`src/rtl/mul_pkg.sv`:
```
package mul_pkg;

    typedef enum logic [1:0] {
        READY_WAIT = 2'b00,
        ACCUM_STEP = 2'b01,
        ALIGN_STEP = 2'b10,
        BAD_CODE   = 2'b11
    } phase_t;

    typedef struct packed {
        logic load;
        logic add;
        logic shift;
        logic decr;
    } strobe_t;

endpackage

```
`src/rtl/mul_ctrl.sv`:
```
module mul_ctrl #(
    parameter bit ONE_HOT = 1'b0
) (
    input  logic              clk,
    input  logic              rst,
    input  logic              start,
    input  logic              q_lsb,
    input  logic              cnt_zero,
    output mul_pkg::strobe_t  stb,
    output logic              ready
);
    import mul_pkg::*;

    phase_t cur_ph;
    phase_t nxt_ph;

    generate
        if (ONE_HOT) begin : g_onehot
            logic [2:0] st_q;
            logic [2:0] st_d;

            always_comb begin
                unique case (nxt_ph)
                    ACCUM_STEP: st_d = 3'b010;
                    ALIGN_STEP: st_d = 3'b001;
                    default:    st_d = 3'b100;
                endcase
            end

            always_ff @(posedge clk) begin
                if (rst) st_q <= 3'b100;
                else     st_q <= st_d;
            end

            always_comb begin
                case (st_q)
                    3'b100:  cur_ph = READY_WAIT;
                    3'b010:  cur_ph = ACCUM_STEP;
                    3'b001:  cur_ph = ALIGN_STEP;
                    default: cur_ph = BAD_CODE;
                endcase
            end
        end else begin : g_binary
            logic [1:0] st_q;

            always_ff @(posedge clk) begin
                if (rst) st_q <= READY_WAIT;
                else     st_q <= nxt_ph;
            end

            assign cur_ph = phase_t'(st_q);
        end
    endgenerate

    // Transitions
    always_comb begin
        unique case (cur_ph)
            READY_WAIT: nxt_ph = start ? ACCUM_STEP : READY_WAIT;
            ACCUM_STEP: nxt_ph = ALIGN_STEP;
            ALIGN_STEP: nxt_ph = cnt_zero ? READY_WAIT : ACCUM_STEP;
            BAD_CODE:   nxt_ph = READY_WAIT;
        endcase
    end

    // Strobes
    always_comb begin
        stb   = '0;
        ready = 1'b0;
        unique case (cur_ph)
            READY_WAIT: begin
                ready    = 1'b1;
                stb.load = start;
            end
            ACCUM_STEP: begin
                stb.decr = 1'b1;
                stb.add  = q_lsb;
            end
            ALIGN_STEP: stb.shift = 1'b1;
            BAD_CODE:   stb = '0;
        endcase
    end

endmodule

```
`src/rtl/mul_datapath.sv`:
```
module mul_datapath #(
    parameter int WIDTH = 8
) (
    input  logic                 clk,
    input  logic                 rst,
    input  mul_pkg::strobe_t     stb,
    input  logic [WIDTH-1:0]     mcand,
    input  logic [WIDTH-1:0]     mplier,
    output logic                 q_lsb,
    output logic                 cnt_zero,
    output logic [2*WIDTH-1:0]   product
);
    localparam int CW = $clog2(WIDTH + 1);

    logic             c_q;
    logic [WIDTH-1:0] a_q;
    logic [WIDTH-1:0] b_q;
    logic [WIDTH-1:0] q_q;
    logic [CW-1:0]    p_q;

    always_ff @(posedge clk) begin
        if (rst) begin
            c_q <= 1'b0;
            a_q <= '0;
            b_q <= '0;
            q_q <= '0;
            p_q <= '0;
        end else begin
            if (stb.load) begin
                c_q <= 1'b0;
                a_q <= '0;
                b_q <= mcand;
                q_q <= mplier;
                p_q <= CW'(WIDTH);
            end
            if (stb.add) begin
                {c_q, a_q} <= {1'b0, a_q} + {1'b0, b_q};
            end
            if (stb.decr) begin
                p_q <= p_q - 1'b1;
            end
            if (stb.shift) begin
                {c_q, a_q, q_q} <= {1'b0, c_q, a_q, q_q[WIDTH-1:1]};
            end
        end
    end

    assign q_lsb    = q_q[0];
    assign cnt_zero = (p_q == '0);
    assign product  = {a_q, q_q};

endmodule

```
`src/rtl/shift_add_mul.sv`:
```
module shift_add_mul #(
    parameter int WIDTH   = 8,
    parameter bit ONE_HOT = 1'b0
) (
    input  logic                 clk,
    input  logic                 rst,
    input  logic                 start,
    input  logic [WIDTH-1:0]     mcand,
    input  logic [WIDTH-1:0]     mplier,
    output logic [2*WIDTH-1:0]   product,
    output logic                 ready
);
    mul_pkg::strobe_t stb;
    logic             q_lsb;
    logic             cnt_zero;

    mul_ctrl #(.ONE_HOT(ONE_HOT)) ctrl_i (
        .clk      (clk),
        .rst      (rst),
        .start    (start),
        .q_lsb    (q_lsb),
        .cnt_zero (cnt_zero),
        .stb      (stb),
        .ready    (ready)
    );

    mul_datapath #(.WIDTH(WIDTH)) dp_i (
        .clk      (clk),
        .rst      (rst),
        .stb      (stb),
        .mcand    (mcand),
        .mplier   (mplier),
        .q_lsb    (q_lsb),
        .cnt_zero (cnt_zero),
        .product  (product)
    );

endmodule

```
`config.mk`:
```
export PLATFORM = sky130hd
export DESIGN_NAME = shift_add_mul
export DESIGN_NICKNAME = d
export VERILOG_FILES = /design/src/rtl/mul_pkg.sv /design/src/rtl/mul_ctrl.sv /design/src/rtl/mul_datapath.sv /design/src/rtl/shift_add_mul.sv
export SDC_FILE = /design/constraint.sdc
export NUM_CORES = 1
export LEC_CHECK = 0
export BUFFER_PORTS_ARGS = -buffer_cell sky130_fd_sc_hd__buf_2
export CAP_MARGIN = 20
export CORE_ASPECT_RATIO = 1.25
export CORE_UTILIZATION = 46
export DETAILED_ROUTE_END_ITERATION = 10
export PLACE_DENSITY = 0.69
export SKIP_LAST_GASP = 1
export SLEW_MARGIN = 20
export SYNTH_ARGS = -nofsm -noshare
export SYNTH_HDL_FRONTEND = slang
export SYNTH_SLANG_ARGS = --single-unit
```
`constraint.sdc`:
```
create_clock -name clk -period 2.3 [get_ports clk]
set_clock_uncertainty 0.15 [all_clocks]
set_input_delay 0.46 -clock clk [delete_from_list [all_inputs] [get_ports clk]]
set_output_delay 0.46 -clock clk [all_outputs]
set_load 0.02 [all_outputs]
```
# After elaboration in Yosys (flattened, before gate mapping)
# Cells that the tools add are included.
# word_totals
n_memories	0
latch_bits	0
word_cells	35
inputBits	19
out_inout_bits	17
reg_bits	31
mem_bits_ro	0
mem_bits_rw	0
# op_classes
reduce_logical	7
order_cmp	0
eq_ne	3
multipliers	0
muxes	17
bitwise_logic	0
div	0
shift	0
n_addsub	2
# op_table
operator	n
$mux W8	5
$add A8 B8 Y9	1
$mux W1	9
$mux W4	2
$pmux W2 S4	1
$reduce_bool A2 Y1	3
$eq A2 B2 Y1 const B	2
$logic_not A4 Y1	1
$sub A4 B1 Y4 const B	1
$reduce_bool A3 Y1	1
$eq A2 B1 Y1 const B	1
$logic_not A2 Y1	1
$reduce_or A2 Y1	1

# Logic depth before layout (Yosys ltp)
# depth
depth_word	5
depth_mapped	6
ltp_nobuf	6

# By module
# From an unflattened synthesis, not the netlist that was laid out.
# unflattened
hier_cells	200
hier_area_um2	1737.9
# by_module_without_submodules
module	n_inst	cells_per_inst	area_per_inst_um2
mul_datapath	1	188	1626.6
mul_ctrl	1	12	111.4

# Least setup slack after synthesis
# OpenSTA, ideal clock, no wires.
# synth_timing
path_kind	register to register
start	register dp_i.a_q[0]
end	register dp_i.a_q[6]
path_stages_with_launch	7
path_slack_ps	193
t_required_ps	2012
setup_ps	138
path_buffers	0
arrival_time_ps	1819
period_less_slack_ps	2107
cell_sequence	dfxtp_1 > ha_1 > fa_1 > a211o_1 > a211o_1 > o211ai_1 > o221ai_1
# synth_via
elab_chain_len	3
# synth_lines
item	line_no	source
start, declared	mul_datapath.sv:16	logic [WIDTH-1:0] a_q;
start signal, assigned	mul_datapath.sv:37	{c_q, a_q} <= {1'b0, a_q} + {1'b0, b_q};
start signal, assigned	mul_datapath.sv:43	{c_q, a_q, q_q} <= {1'b0, c_q, a_q, q_q[WIDTH-1:1]};
$add A8 B8 Y9	mul_datapath.sv:37	
$mux W8	mul_datapath.sv:36	if (stb.add) begin
$mux W8	mul_datapath.sv:42	if (stb.shift) begin
# Every way passes these cells.
# A chain may end at the register's enable or synchronous reset.

# Worst setup path in the final report
# Same ends and word-level chain as after synthesis.

==> flow_summary_export.csv <==
group,metric,value,unit
global_routing,antenna_found_initial,0,
place,gp_congestion,0.784,
route,vias_per_cell,5.94,
setup_path,critPathMaxStageDelay,0.44,ns
global_routing,gr-total-overflow,0,
place,placed_cells,269,
setup_path,crit_top_cell,"a211o_1",
sta,finalSetupViolations,0,
sta,grt_setup_unrepaired,"no",
sta,fin_crit_sh,90.5,%
flow_run,drv_cap,0,
synth,synth_edf_count,0,
floorplanning,die_w,56.2,um
pwr,p_leak,0.912,nW
finish,antenna_cells,0,
synth,syn_area,0.00169,mm2
place,hpwl,2730,um
route,wl_per_cell,14.1,um
setup_path,worstSetupStartpointType,"register",
setup_path,required,2.31,ns
place,place_area,0.00189,mm2
synth,async_reset_ff_share,0,%
sta,finalHoldViolations,0,
route,vias,1633,
place,io_buffers,35,
clock_tree,clk_pin_slew,0.06,ns
floorplanning,dieHeight,69.7,um
pwr,sw_frac_of_total,29.5,%
finish,fill_cells,338,
clock_tree,post_cts_buffers,0,
setup_path,crit_path_end_kind,"register",
finish,seqCellArea,621,um2
synth,synth.top_cells.by_count,"dfxtp_1 (31), nor2_1 (27), nand2_1 (22), a21oi_1 (15), ha_1 (10)",
route,remaining_drc_errors,0,
synth,avgSynthCellArea,8.31,um2
route,dr.first_iter.drc_count,51,
finish,syn2layout_area_growth,16.4,%
synth,synth_nets,233,
pwr,p_int,0.871,mW
floorplanning,row_count,24,
sta,period_needed,2.08,ns
place,pre_cts_ws,0.210,ns
synth,synth_cell_types,45,
sta,whs,0.257,ns
pwr,power,1.24,mW
setup_path,cp-startpoint,"dp_i.a_q[0]",
pwr,p_clk_share,31.6,%
global_routing,grt_max_degree,35,
clock_tree,cts_inserted_buffers,5,
pwr,powerDensity,629,mW/mm2
route,antenna_left,0,
setup_path,setup.worst_path.class,"register to register",
synth,netlist_instances,203,
pwr,seqPwrFrac,48.8,%
clock_tree,clock_tree.root_cell,"clkbuf_8",
synth,yosys-top-cells-area,"dfxtp_1 (37%), ha_1 (7.4%), nor2_1 (6.0%), nand2_1 (4.9%), a21oi_1 (4.4%)",
clock_tree,ctsHoldBuffers,0,
finish,multiInputGateArea,983,um2
sta,maxClockFrequency,480,MHz
route,wirelength,3880,um
clock_tree,post_cts_resized,0,
synth,synth.most_common_cell,"dfxtp_1",
floorplanning,die_area,0.00392,mm2
hold_path,min_from,"mcand[5]",
hold_path,worstHoldPathType,"input pin to register",
floorplanning,ios,36,
finish,final_area,0.00196,mm2
pwr,comb_power_share,19.5,%
pwr,power_switching,0.365,mW
setup_path,r2r-start,"dp_i.a_q[0]",
clock_tree,cts_sinks,31,
floorplanning,start_util,48.5,%
clock_tree,cts_tree,"yes",
finish,final_nets,267,
sta,report.final.slew_viol_count,0,
synth,synth_seq_cells,31,
synth,synth_top_cell_by_area,"dfxtp_1",
floorplanning,coreArea,0.00348,mm2
setup_path,path_max_fanout,3,
finish,final_cell_count_no_fill,275,
setup_path,worstPathCellList,"ha_1 -> fa_1 -> a211o_1 -> a211o_1 -> o211ai_1 -> o221ai_1",
synth,ys_warn_count,0,
synth,synth-main-ff-cell,"dfxtp_1",
sta,maxSlewHeadroom,68.3,%
route,first_pass_iters,5,
outcome,status,"complete, no violations",
sta,worstMarginPinSlew,0.471,ns
setup_path,worst_ep_arrival_time,2.09,ns
global_routing,grt_pass1_wl,6620,um
clock_tree,clockBufferDepth,2,
global_routing,grt_pass1_vias,1468,
finish,drive_gt1_share,20.8,%
setup_path,crit_slowest_cell,"fa_1",
finish,final_util,56.4,%
sta,fin_ws,0.218,ns
clock_tree,insertion_delay,0.29,ns
global_routing,track_usage,21.4,%
synth,ys_seq_area_share,36.8,%
pwr,vdd_drop_max,419,uV
synth,synth_top_area_share,36.8,%
clock_tree,htreeDepth,2,
sta,fin_setup_tns,0,ns
layout make-up:
cell class	instances	area share, %
flip-flops and latches	31	31.6
clock buffers	6	3.69
repair buffers	41	11.2
inverters	5	0.955
multi-input cells	153	50.1
well taps	39	2.48
path summary, 6_finish.rpt:
path                      end  slack [ns]  cells after the start
setup / recovery  dp_i.a_q[6]        0.22                      6
setup reg to reg  dp_i.a_q[6]        0.22                      6
hold / removal    dp_i.b_q[5]        0.26                      3
hold reg to reg   dp_i.b_q[6]        0.31                      2
flip-flops by register name, indices dropped and copies added (netlist names):
register	flops
dp_i.q_q	8
ctrl_i.cur_ph	2
dp_i.c_q	1
dp_i.p_q	4
dp_i.b_q	8
dp_i.a_q	8
power by group through the flow:
stage / combinational (mW) / clock, mW / sequential [mW]
CTS: 0.243 / 0.404 / 0.603
finish: 0.241 / 0.391 / 0.604
global placement: 0.240 / 0 / 0.615
floorplan: 0.159 / 0 / 0.626
detailed placement: 0.241 / 0 / 0.615
global route: 0.272 / 0.418 / 0.609
routing by layer:
layer,GRT usage (%),vias up,wire (um)
met5,0,-,0
met4,7.32,0,61
met3,5.78,6,191
met2,36.1,48,1910
met1,26.1,769,1730
li1,-,810,-
layout by cell type (no fill, tap or decap), types with 2 or more instances in the layout:
cell and n:
a22oi_1 3, a222oi_1 3, a21o_1 2, a21oi_1 15, o21a_1 2, a211o_1 3
ha_1 10, buf_4 6, clkbuf_8 5, nand2_1 22, nand3_1 5, dfxtp_1 31
o211ai_1 2, nand2b_1 3, buf_2 35, a221oi_1 2, inv_1 5, o22ai_1 6
nor2_1 27, a211oi_1 9, nor2b_1 2, nor3_1 7, a2bb2oi_1 3, o21ai_0 6
worst max-delay path, delay by kind of cell (launching register included):
family | cells | cell delay, ns
AOI/OAI and AO/OA | 4 | 0.82
adders and majority gates | 2 | 0.69
DFF | 1 | 0.31
kinds of logic (layout without fill, tap and decap cells):
family | count (synthesis) | in the layout | share of synthesized area [%]
adders and majority gates | 11 | 11 | 8.60
and+or+nand+nor | 75 | 75 | 21.4
xor gates and xnor gates | 1 | 1 | 0.519
DFF | 31 | 31 | 36.8
buffers and inverters | 19 | 52 | 4.97
AOI/OAI and AO/OA | 66 | 66 | 27.7
Note: power is estimated with default switching activity, not from simulation.
